`src/rtl/vitPkg.sv`:
```
package vitPkg;

  // Trellis shape for the constraint-length-3 code.
  localparam int STATE_BITS = 2;
  localparam int NUM_STATES = 1 << STATE_BITS;

  // Generator taps, newest input in the MSB.
  localparam logic [STATE_BITS:0] GEN_A = 3'b111;
  localparam logic [STATE_BITS:0] GEN_B = 3'b101;

  // Strobes from control to datapath.
  typedef struct packed {
    logic shift;   // accept the symbol: advance all chains
    logic emit;    // the emitted bit is a real decision
  } vitStrobes_t;

  // Hamming distance between a received pair and the label of the branch
  // that leaves predecessor state pred on input bit u.
  function automatic logic [1:0] branchDist(
    input logic [STATE_BITS-1:0] pred,
    input logic                  u,
    input logic [1:0]            rx
  );
    logic [STATE_BITS:0] reg3;
    logic codeA;
    logic codeB;
    reg3  = {u, pred};
    codeA = ^(reg3 & GEN_A);
    codeB = ^(reg3 & GEN_B);
    return 2'(rx[0] ^ codeA) + 2'(rx[1] ^ codeB);
  endfunction

endpackage

```
`src/rtl/vitAcs.sv`:
```
module vitAcs #(
  parameter int METRIC_W = 6
) (
  input  logic [METRIC_W-1:0] metricLo,
  input  logic [METRIC_W-1:0] metricHi,
  input  logic [1:0]          distLo,
  input  logic [1:0]          distHi,
  output logic [METRIC_W-1:0] sumOut,
  output logic                pickHi
);

  logic [METRIC_W-1:0] sumLo;
  logic [METRIC_W-1:0] sumHi;

  always_comb begin
    sumLo  = metricLo + METRIC_W'(distLo);
    sumHi  = metricHi + METRIC_W'(distHi);
    // Strict compare: equal sums keep the lower-indexed predecessor.
    pickHi = (sumHi < sumLo);
    sumOut = pickHi ? sumHi : sumLo;
  end

endmodule

```
`src/rtl/vitCtrl.sv`:
```
module vitCtrl
  import vitPkg::*;
#(
  parameter int FILL_COUNT = 56
) (
  input  logic        clk,
  input  logic        rst,
  input  logic        inValid,
  output vitStrobes_t strobes
);

  localparam int CNT_W = $clog2(FILL_COUNT + 1);

  logic [CNT_W-1:0] acceptCount;
  logic             primed;

  assign primed = (acceptCount == CNT_W'(FILL_COUNT));

  always_ff @(posedge clk) begin
    if (rst) begin
      acceptCount <= '0;
    end else if (inValid && !primed) begin
      acceptCount <= acceptCount + 1'b1;
    end
  end

  always_comb begin
    strobes.shift = inValid;
    strobes.emit  = inValid && primed;
  end

endmodule

```
`src/rtl/vitDatapath.sv`:
```
module vitDatapath
  import vitPkg::*;
#(
  parameter int NUM_STREAMS = 4,
  parameter int DEPTH       = 15,
  parameter int METRIC_W    = 6
) (
  input  logic                           clk,
  input  logic                           rst,
  input  vitStrobes_t                    strobes,
  input  logic [1:0]                     inSym,
  output logic                           outValid,
  output logic                           outBit,
  output logic [NUM_STATES*METRIC_W-1:0] headMetricFlat
);

  localparam int                  HALF      = NUM_STATES / 2;
  localparam int                  TAIL      = NUM_STREAMS - 1;
  localparam logic [METRIC_W-1:0] INIT_COST = METRIC_W'(1) << (METRIC_W - 2);

  // Stage 0 is written by the ACS array; stage TAIL feeds it back.
  logic [NUM_STATES-1:0][METRIC_W-1:0] metricChain [NUM_STREAMS];
  logic [NUM_STATES-1:0][DEPTH-1:0]    survChain   [NUM_STREAMS];

  logic [NUM_STATES-1:0][METRIC_W-1:0] sumVec;
  logic [NUM_STATES-1:0][METRIC_W-1:0] nextMetric;
  logic [NUM_STATES-1:0][DEPTH-1:0]    newRow;
  logic [NUM_STATES-1:0]               pickHi;

  // One ACS unit per state.
  for (genvar ns = 0; ns < NUM_STATES; ns++) begin : gState
    localparam logic [STATE_BITS-1:0] PRED_LO = STATE_BITS'((ns % HALF) * 2);
    localparam logic [STATE_BITS-1:0] PRED_HI = STATE_BITS'((ns % HALF) * 2 + 1);
    localparam logic                  IN_BIT  = 1'(ns / HALF);

    logic [1:0] distLo;
    logic [1:0] distHi;

    assign distLo = branchDist(PRED_LO, IN_BIT, inSym);
    assign distHi = branchDist(PRED_HI, IN_BIT, inSym);

    vitAcs #(.METRIC_W(METRIC_W)) uAcs (
      .metricLo (metricChain[TAIL][PRED_LO]),
      .metricHi (metricChain[TAIL][PRED_HI]),
      .distLo   (distLo),
      .distHi   (distHi),
      .sumOut   (sumVec[ns]),
      .pickHi   (pickHi[ns])
    );

    // Register exchange: copy the winner's row, newest decision at the LSB.
    assign newRow[ns] = pickHi[ns]
      ? {survChain[TAIL][PRED_HI][DEPTH-2:0], IN_BIT}
      : {survChain[TAIL][PRED_LO][DEPTH-2:0], IN_BIT};
  end

  // Normalization once every new metric reaches the upper half of its range.
  always_comb begin
    logic [METRIC_W-1:0] minSum;
    logic                allHigh;
    minSum  = sumVec[0];
    allHigh = 1'b1;
    for (int s = 0; s < NUM_STATES; s++) begin
      if (sumVec[s] < minSum) minSum = sumVec[s];
      allHigh = allHigh & sumVec[s][METRIC_W-1];
    end
    for (int s = 0; s < NUM_STATES; s++) begin
      nextMetric[s] = allHigh ? (sumVec[s] - minSum) : sumVec[s];
    end
  end

  // Interleave chains: I delays per metric register and per survivor row.
  for (genvar g = 0; g < NUM_STREAMS; g++) begin : gStage
    if (g == 0) begin : gHead
      always_ff @(posedge clk) begin
        if (rst) begin
          for (int s = 0; s < NUM_STATES; s++) begin
            metricChain[g][s] <= (s == 0) ? '0 : INIT_COST;
            survChain[g][s]   <= '0;
          end
        end else if (strobes.shift) begin
          metricChain[g] <= nextMetric;
          survChain[g]   <= newRow;
        end
      end
    end else begin : gBody
      always_ff @(posedge clk) begin
        if (rst) begin
          for (int s = 0; s < NUM_STATES; s++) begin
            metricChain[g][s] <= (s == 0) ? '0 : INIT_COST;
            survChain[g][s]   <= '0;
          end
        end else if (strobes.shift) begin
          metricChain[g] <= metricChain[g-1];
          survChain[g]   <= survChain[g-1];
        end
      end
    end
  end

  // Oldest decision of the state-0 row.
  always_ff @(posedge clk) begin
    if (rst) begin
      outValid <= 1'b0;
      outBit   <= 1'b0;
    end else begin
      outValid <= strobes.emit;
      if (strobes.shift) outBit <= newRow[0][DEPTH-1];
    end
  end

  assign headMetricFlat = metricChain[0];

endmodule

```
`src/rtl/viterbiInterleaved.sv`:
```
module viterbiInterleaved
  import vitPkg::*;
#(
  parameter int NUM_STREAMS = 4,
  parameter int DEPTH       = 15,
  parameter int METRIC_W    = 6
) (
  input  logic       clk,
  input  logic       rst,
  input  logic       inValid,
  input  logic [1:0] inSym,
  output logic       outValid,
  output logic       outBit
);

  localparam int FILL_COUNT = (DEPTH - 1) * NUM_STREAMS;

  vitStrobes_t                    strobes;
  logic [NUM_STATES*METRIC_W-1:0] headMetricFlat;

  vitCtrl #(.FILL_COUNT(FILL_COUNT)) uCtrl (
    .clk     (clk),
    .rst     (rst),
    .inValid (inValid),
    .strobes (strobes)
  );

  vitDatapath #(
    .NUM_STREAMS (NUM_STREAMS),
    .DEPTH       (DEPTH),
    .METRIC_W    (METRIC_W)
  ) uDatapath (
    .clk            (clk),
    .rst            (rst),
    .strobes        (strobes),
    .inSym          (inSym),
    .outValid       (outValid),
    .outBit         (outBit),
    .headMetricFlat (headMetricFlat)
  );

endmodule

```
`config.mk`:
```
export PLATFORM = sky130hd
export DESIGN_NAME = viterbiInterleaved
export DESIGN_NICKNAME = d
export VERILOG_FILES = /design/src/rtl/vitPkg.sv /design/src/rtl/vitAcs.sv /design/src/rtl/vitCtrl.sv /design/src/rtl/vitDatapath.sv /design/src/rtl/viterbiInterleaved.sv
export SDC_FILE = /design/constraint.sdc
export NUM_CORES = 1
export LEC_CHECK = 0
export CAP_MARGIN = 0
export CORE_UTILIZATION = 40
export DETAILED_ROUTE_END_ITERATION = 7
export HOLD_SLACK_MARGIN = 0.1
export PLACE_DENSITY = 0.64
export SLEW_MARGIN = 10
export SYNTH_ARGS = -nofsm -noshare
export SYNTH_HDL_FRONTEND = slang
export SYNTH_SLANG_ARGS = --single-unit
```
`constraint.sdc`:
```
create_clock -name clk -period 23.7 [get_ports clk]
set_input_delay 4.74 -clock clk [delete_from_list [all_inputs] [get_ports clk]]
set_output_delay 4.74 -clock clk [all_outputs]
set_load 0.01 [all_outputs]
```
==> flow_results.xml <==
<?xml version="1.0" encoding="UTF-8"?>
<metrics>
  <group name="timing">
    <metric name="setup-violations-final" unit="">0</metric>
    <metric name="fin_tns_setup" unit="ns">0</metric>
    <metric name="final_min_period_over_clock_period" unit="%">67.7</metric>
    <metric name="hold_violations" unit="">0</metric>
    <metric name="timing.final.crit_period" unit="ns">16.05</metric>
    <metric name="post-route-worst-setup-slack" unit="ns">7.65</metric>
    <metric name="fmaxAchievable" unit="MHz">62.3</metric>
    <metric name="finalMaxSlewViolations" unit="">0</metric>
    <metric name="rel_slew_slack" unit="%">23.4</metric>
    <metric name="rsz0062_at_grt" unit="">no</metric>
    <metric name="worstMarginPinSlew" unit="ns">1.12</metric>
    <metric name="worst_clock_skew" unit="ns">0.0177</metric>
  </group>
  <group name="floorplanning">
    <metric name="die_w" unit="um">198</metric>
    <metric name="io_pins" unit="">7</metric>
    <metric name="initial_utilization" unit="%">40.7</metric>
    <metric name="die_height" unit="um">198</metric>
    <metric name="row_count" unit="">71</metric>
    <metric name="fp.dieArea" unit="sq mm">0.0391</metric>
    <metric name="core" unit="sq mm">0.0377</metric>
  </group>
  <group name="clock_tree">
    <metric name="cts_tree" unit="">done</metric>
    <metric name="clk_transition_reported_paths" unit="ns">0.07</metric>
    <metric name="postCtsSetupBuffers" unit="">0</metric>
    <metric name="cts-resized-gates" unit="">0</metric>
    <metric name="clkLatencyLatePin" unit="ns">0.57</metric>
    <metric name="cts.sink_count" unit="">300</metric>
    <metric name="numCtsBuffers" unit="">31</metric>
    <metric name="ctsRootBufferMaster" unit="">sky130_fd_sc_hd__clkbuf_16</metric>
    <metric name="cts_buffer_depth" unit="">3</metric>
    <metric name="ctsHoldBuffers" unit="">0</metric>
    <metric name="h_tree_levels" unit="">1</metric>
  </group>
  <group name="routing">
    <metric name="detail_route.vias_per_cell" unit="">5.18</metric>
    <metric name="detailroute.wirelength.met2" unit="mm">14.1</metric>
    <metric name="wl_met3" unit="mm">1.31</metric>
    <metric name="first_pass_iters" unit="">5</metric>
    <metric name="detail_route.drc_violations" unit="">0</metric>
    <metric name="finalWirelength" unit="mm">31.6</metric>
    <metric name="routed-via-count" unit="">9296</metric>
    <metric name="wl_met1" unit="mm">15.5</metric>
    <metric name="postRouteAntennaNets" unit="">0</metric>
    <metric name="avgRoutedWirePerCell" unit="um">17.6</metric>
    <metric name="top_layer" unit="">met4</metric>
    <metric name="detailedRoute.firstIterationViolations" unit="">635</metric>
  </group>
  <group name="logic_synthesis">
    <metric name="yosys_register_bits" unit="">300</metric>
    <metric name="synth_enable_flop_cells" unit="">292</metric>
    <metric name="synth-compound-area-share" unit="%">8.30</metric>
    <metric name="mappedNetlistArea" unit="sq mm">0.0153</metric>
    <metric name="asyncSetResetFlopFracSynth" unit="%">0</metric>
    <metric name="adder_cell_fraction_of_synth_area" unit="%">5.14</metric>
    <metric name="post_synthesis_mux_area_share" unit="%">4.84</metric>
    <metric name="synth_top_family_by_area" unit="">simple AND/OR/NAND/NOR gates</metric>
    <metric name="nets_in_the_synthesized_netlist" unit="">1333</metric>
    <metric name="yosys_warnings" unit="">0</metric>
    <metric name="synth.area.top_cells" unit="">sky130_fd_sc_hd__edfxtp_1 (57%), sky130_fd_sc_hd__and2_1 (8.8%), sky130_fd_sc_hd__ha_1 (4.6%)</metric>
    <metric name="synthDominantCellAreaShare" unit="%">57.3</metric>
    <metric name="yosys.area_share.simple" unit="%">16.9</metric>
    <metric name="syn-mean-instance-area" unit="sq um">12.0</metric>
    <metric name="synth.yosys.seq_area_share" unit="%">58.3</metric>
    <metric name="netlist-cell-type-count" unit="">79</metric>
    <metric name="post-synth-top-area-cell" unit="">sky130_fd_sc_hd__edfxtp_1</metric>
    <metric name="synth_xor_area_share" unit="%">3.59</metric>
    <metric name="dominantRegCellSynth" unit="">sky130_fd_sc_hd__edfxtp_1</metric>
    <metric name="synthesis.instances" unit="">1272</metric>
  </group>
  <group name="final_layout">
    <metric name="fin_nets" unit="">1321</metric>
    <metric name="sequential_cell_area" unit="sq mm">0.00893</metric>
    <metric name="utilization" unit="%">44.9</metric>
    <metric name="syn2layout_area_growth" unit="%">10.5</metric>
    <metric name="layout.filler_cells" unit="">3445</metric>
    <metric name="final_cell_mix" unit="">sky130_fd_sc_hd__edfxtp_1 (292), sky130_fd_sc_hd__and2_1 (216), sky130_fd_sc_hd__nor2_1 (98)</metric>
    <metric name="drive_gt1_share" unit="%">7.39</metric>
    <metric name="layout.cells.most_common" unit="">sky130_fd_sc_hd__edfxtp_1</metric>
    <metric name="multi_input_comb_area" unit="sq mm">0.00597</metric>
    <metric name="antennaDiodeCount" unit="">0</metric>
  </group>
  <group name="worst_setup_path">
    <metric name="critical_path.max_stage_delay" unit="ns">0.96</metric>
    <metric name="critPathKind" unit="">input port to flip-flop</metric>
    <metric name="crit-reg2reg-launch" unit="">uDatapath.metricChain[1][36]$_SDFFCE_PN0P_</metric>
    <metric name="worstReg2RegEnd" unit="">uDatapath.metricChain[0][3]$_SDFFCE_PN0P_</metric>
    <metric name="ff2ff_path_depth" unit="">41</metric>
    <metric name="required" unit="ns">23.99</metric>
    <metric name="critical-path-slowest-cell" unit="">sky130_fd_sc_hd__mux2i_1</metric>
    <metric name="worst_setup_path_end_kind" unit="">flip-flop</metric>
    <metric name="path_common_cell" unit="">sky130_fd_sc_hd__ha_1</metric>
    <metric name="crit_arrival" unit="ns">16.34</metric>
    <metric name="path_max_fanout" unit="">20</metric>
    <metric name="critical_path.startpoint_type" unit="">input port</metric>
    <metric name="r2r_setup_slack" unit="ns">12.48</metric>
  </group>
  <group name="global_route">
    <metric name="antenna_violations_before_repair" unit="">0</metric>
    <metric name="grt_overflow_total" unit="">0</metric>
    <metric name="first_global_vias" unit="">8973</metric>
    <metric name="grt_first_pass_wirelength" unit="mm">50.0</metric>
    <metric name="groute.usage.overall" unit="%">16.5</metric>
    <metric name="largest_net_degree_at_the_start_of_global_routing" unit="">122</metric>
  </group>
  <group name="power">
    <metric name="vdd.ir_drop.worst" unit="V">0.0000504</metric>
    <metric name="pwr_density_cell" unit="mW/mm^2">92.8</metric>
    <metric name="power_leakage" unit="uW">0.00655</metric>
  </group>
  <group name="place">
    <metric name="final_replace_weighted_congestion" unit="">0.862</metric>
    <metric name="hpwl" unit="mm">20.0</metric>
    <metric name="port_buffers" unit="">6</metric>
    <metric name="detailedPlace.worstSlack" unit="ns">7.11</metric>
  </group>
  <group name="hold_path">
    <metric name="min_delay_worst_endpoint" unit="">uCtrl.acceptCount[5]$_SDFFE_PP0P_</metric>
    <metric name="min_path_type" unit="">flip-flop to flip-flop</metric>
    <metric name="hold_startpoint" unit="">uCtrl.acceptCount[5]$_SDFFE_PP0P_</metric>
    <metric name="hold-path-cell-count" unit="">2</metric>
  </group>
  <group name="run_status">
    <metric name="outcome" unit="">complete, no violations</metric>
  </group>
  <group name="job">
    <metric name="max-cap-violations" unit="">0</metric>
  </group>
</metrics>
[synthesized netlist by cell type, types with 4 or more instances]
cell type                   number
sky130_fd_sc_hd__nand3_1        17
sky130_fd_sc_hd__nor2b_1        10
sky130_fd_sc_hd__o21ai_0        13
sky130_fd_sc_hd__maj3_2          5
sky130_fd_sc_hd__o211ai_1       14
sky130_fd_sc_hd__edfxtp_1      292
sky130_fd_sc_hd__and3_1         14
sky130_fd_sc_hd__nand2_1        74
sky130_fd_sc_hd__clkbuf_1       46
sky130_fd_sc_hd__a311oi_1        5
sky130_fd_sc_hd__buf_2          10
sky130_fd_sc_hd__mux2i_1        60
sky130_fd_sc_hd__a31oi_1         5
sky130_fd_sc_hd__o21ai_1         8
sky130_fd_sc_hd__mux2_2          8
sky130_fd_sc_hd__a21oi_1        54
sky130_fd_sc_hd__and2_1        216
sky130_fd_sc_hd__nand4_1         5
sky130_fd_sc_hd__o2111ai_1       6
sky130_fd_sc_hd__nand2b_1       18
sky130_fd_sc_hd__a22o_1          6
sky130_fd_sc_hd__a211oi_1       12
sky130_fd_sc_hd__dfxtp_1         8
sky130_fd_sc_hd__inv_1          52
sky130_fd_sc_hd__nor3_1          5
sky130_fd_sc_hd__ha_1           56
sky130_fd_sc_hd__nor2_1         98
sky130_fd_sc_hd__xor2_1         20
sky130_fd_sc_hd__xnor2_1        39
sky130_fd_sc_hd__nor4_1          6
sky130_fd_sc_hd__a21o_1          9
sky130_fd_sc_hd__a41oi_1         4
sky130_fd_sc_hd__o22ai_1         5
[critical path, delay by kind of cell]
family / cells / cell delay [ns]
AO/OA/AOI/OAI: 13 / 3.51
XOR/XNOR: 2 / 0.35
adder cells (fa/ha/maj): 7 / 2.04
buffers and inverters: 7 / 1.29
multiplexers: 5 / 2.36
AND/OR/NAND/NOR: 11 / 2.01
[area by class of cell]
class | count | share of cell area, %
flip-flops and latches | 300 | 52.7
multi-input cells | 858 | 35.3
clock buffers | 40 | 4.90
well taps | 511 | 3.78
clock inverters | 18 | 1.31
inverters | 52 | 1.18
repair buffers | 17 | 0.843
[sequential cells by signal, summed over array words and instances (netlist names)]
signal	flops
uDatapath.outBit	1
uDatapath.outValid	1
uDatapath.metricChain	96
uCtrl.acceptCount	6
uDatapath.survChain	196
[power by group]
group,internal [uW],total [uW],switching (uW),leakage [uW]
combinational,165,437,272,0.00279
clock,301,503,203,0.000506
sequential,618,630,12.3,0.00326
total,1080,1570,487,0.00655
[worst max-delay path by stage]
stage	cells past startpoint	slack, ns	endpoint	start
after detailed placement	45	7.11	uDatapath.metricChain[0][3]$_SDFFCE_PN0P_	inSym[1]
after global placement	45	7.48	uDatapath.metricChain[0][3]$_SDFFCE_PN0P_	inSym[0]
after CTS	45	7.62	uDatapath.metricChain[0][3]$_SDFFCE_PN0P_	inSym[1]
after global routing	43	6.50	uDatapath.metricChain[0][3]$_SDFFCE_PN0P_	inSym[1]
after floorplan	44	9.32	uDatapath.metricChain[0][16]$_SDFFCE_PN1P_	inSym[0]
final	45	7.65	uDatapath.metricChain[0][3]$_SDFFCE_PN0P_	inSym[1]
[through the flow]
stage | total power (uW) | instances | instance area [sq um] | hold WS (ns)
global placement | 1070 | 1738 | 15900 | 0.470
CTS | 1580 | 1796 | 16900 | 0.495
floorplan | 965 | 1272 | 15300 | 0.448
finish | 1570 | 1796 | 16900 | 0.489
detailed placement | 1070 | 1738 | 15900 | 0.484
global route | 1650 | 1796 | 16900 | 0.517
[cell families after synthesis]
family	after synthesis
xor+xnor	61
compound gates	180
buf+inv	114
fa+ha+maj	64
simple gates	482
mux	71
flops	300
[layer usage]
metal  GRT usage [%]  vias to the layer above
li1                -                     4533
met1            23.7                     4580
met2            25.8                      142
met3            2.41                       41
met4            4.51                        0
met5               0                        -
Note: power is estimated with default switching activity, not from simulation.
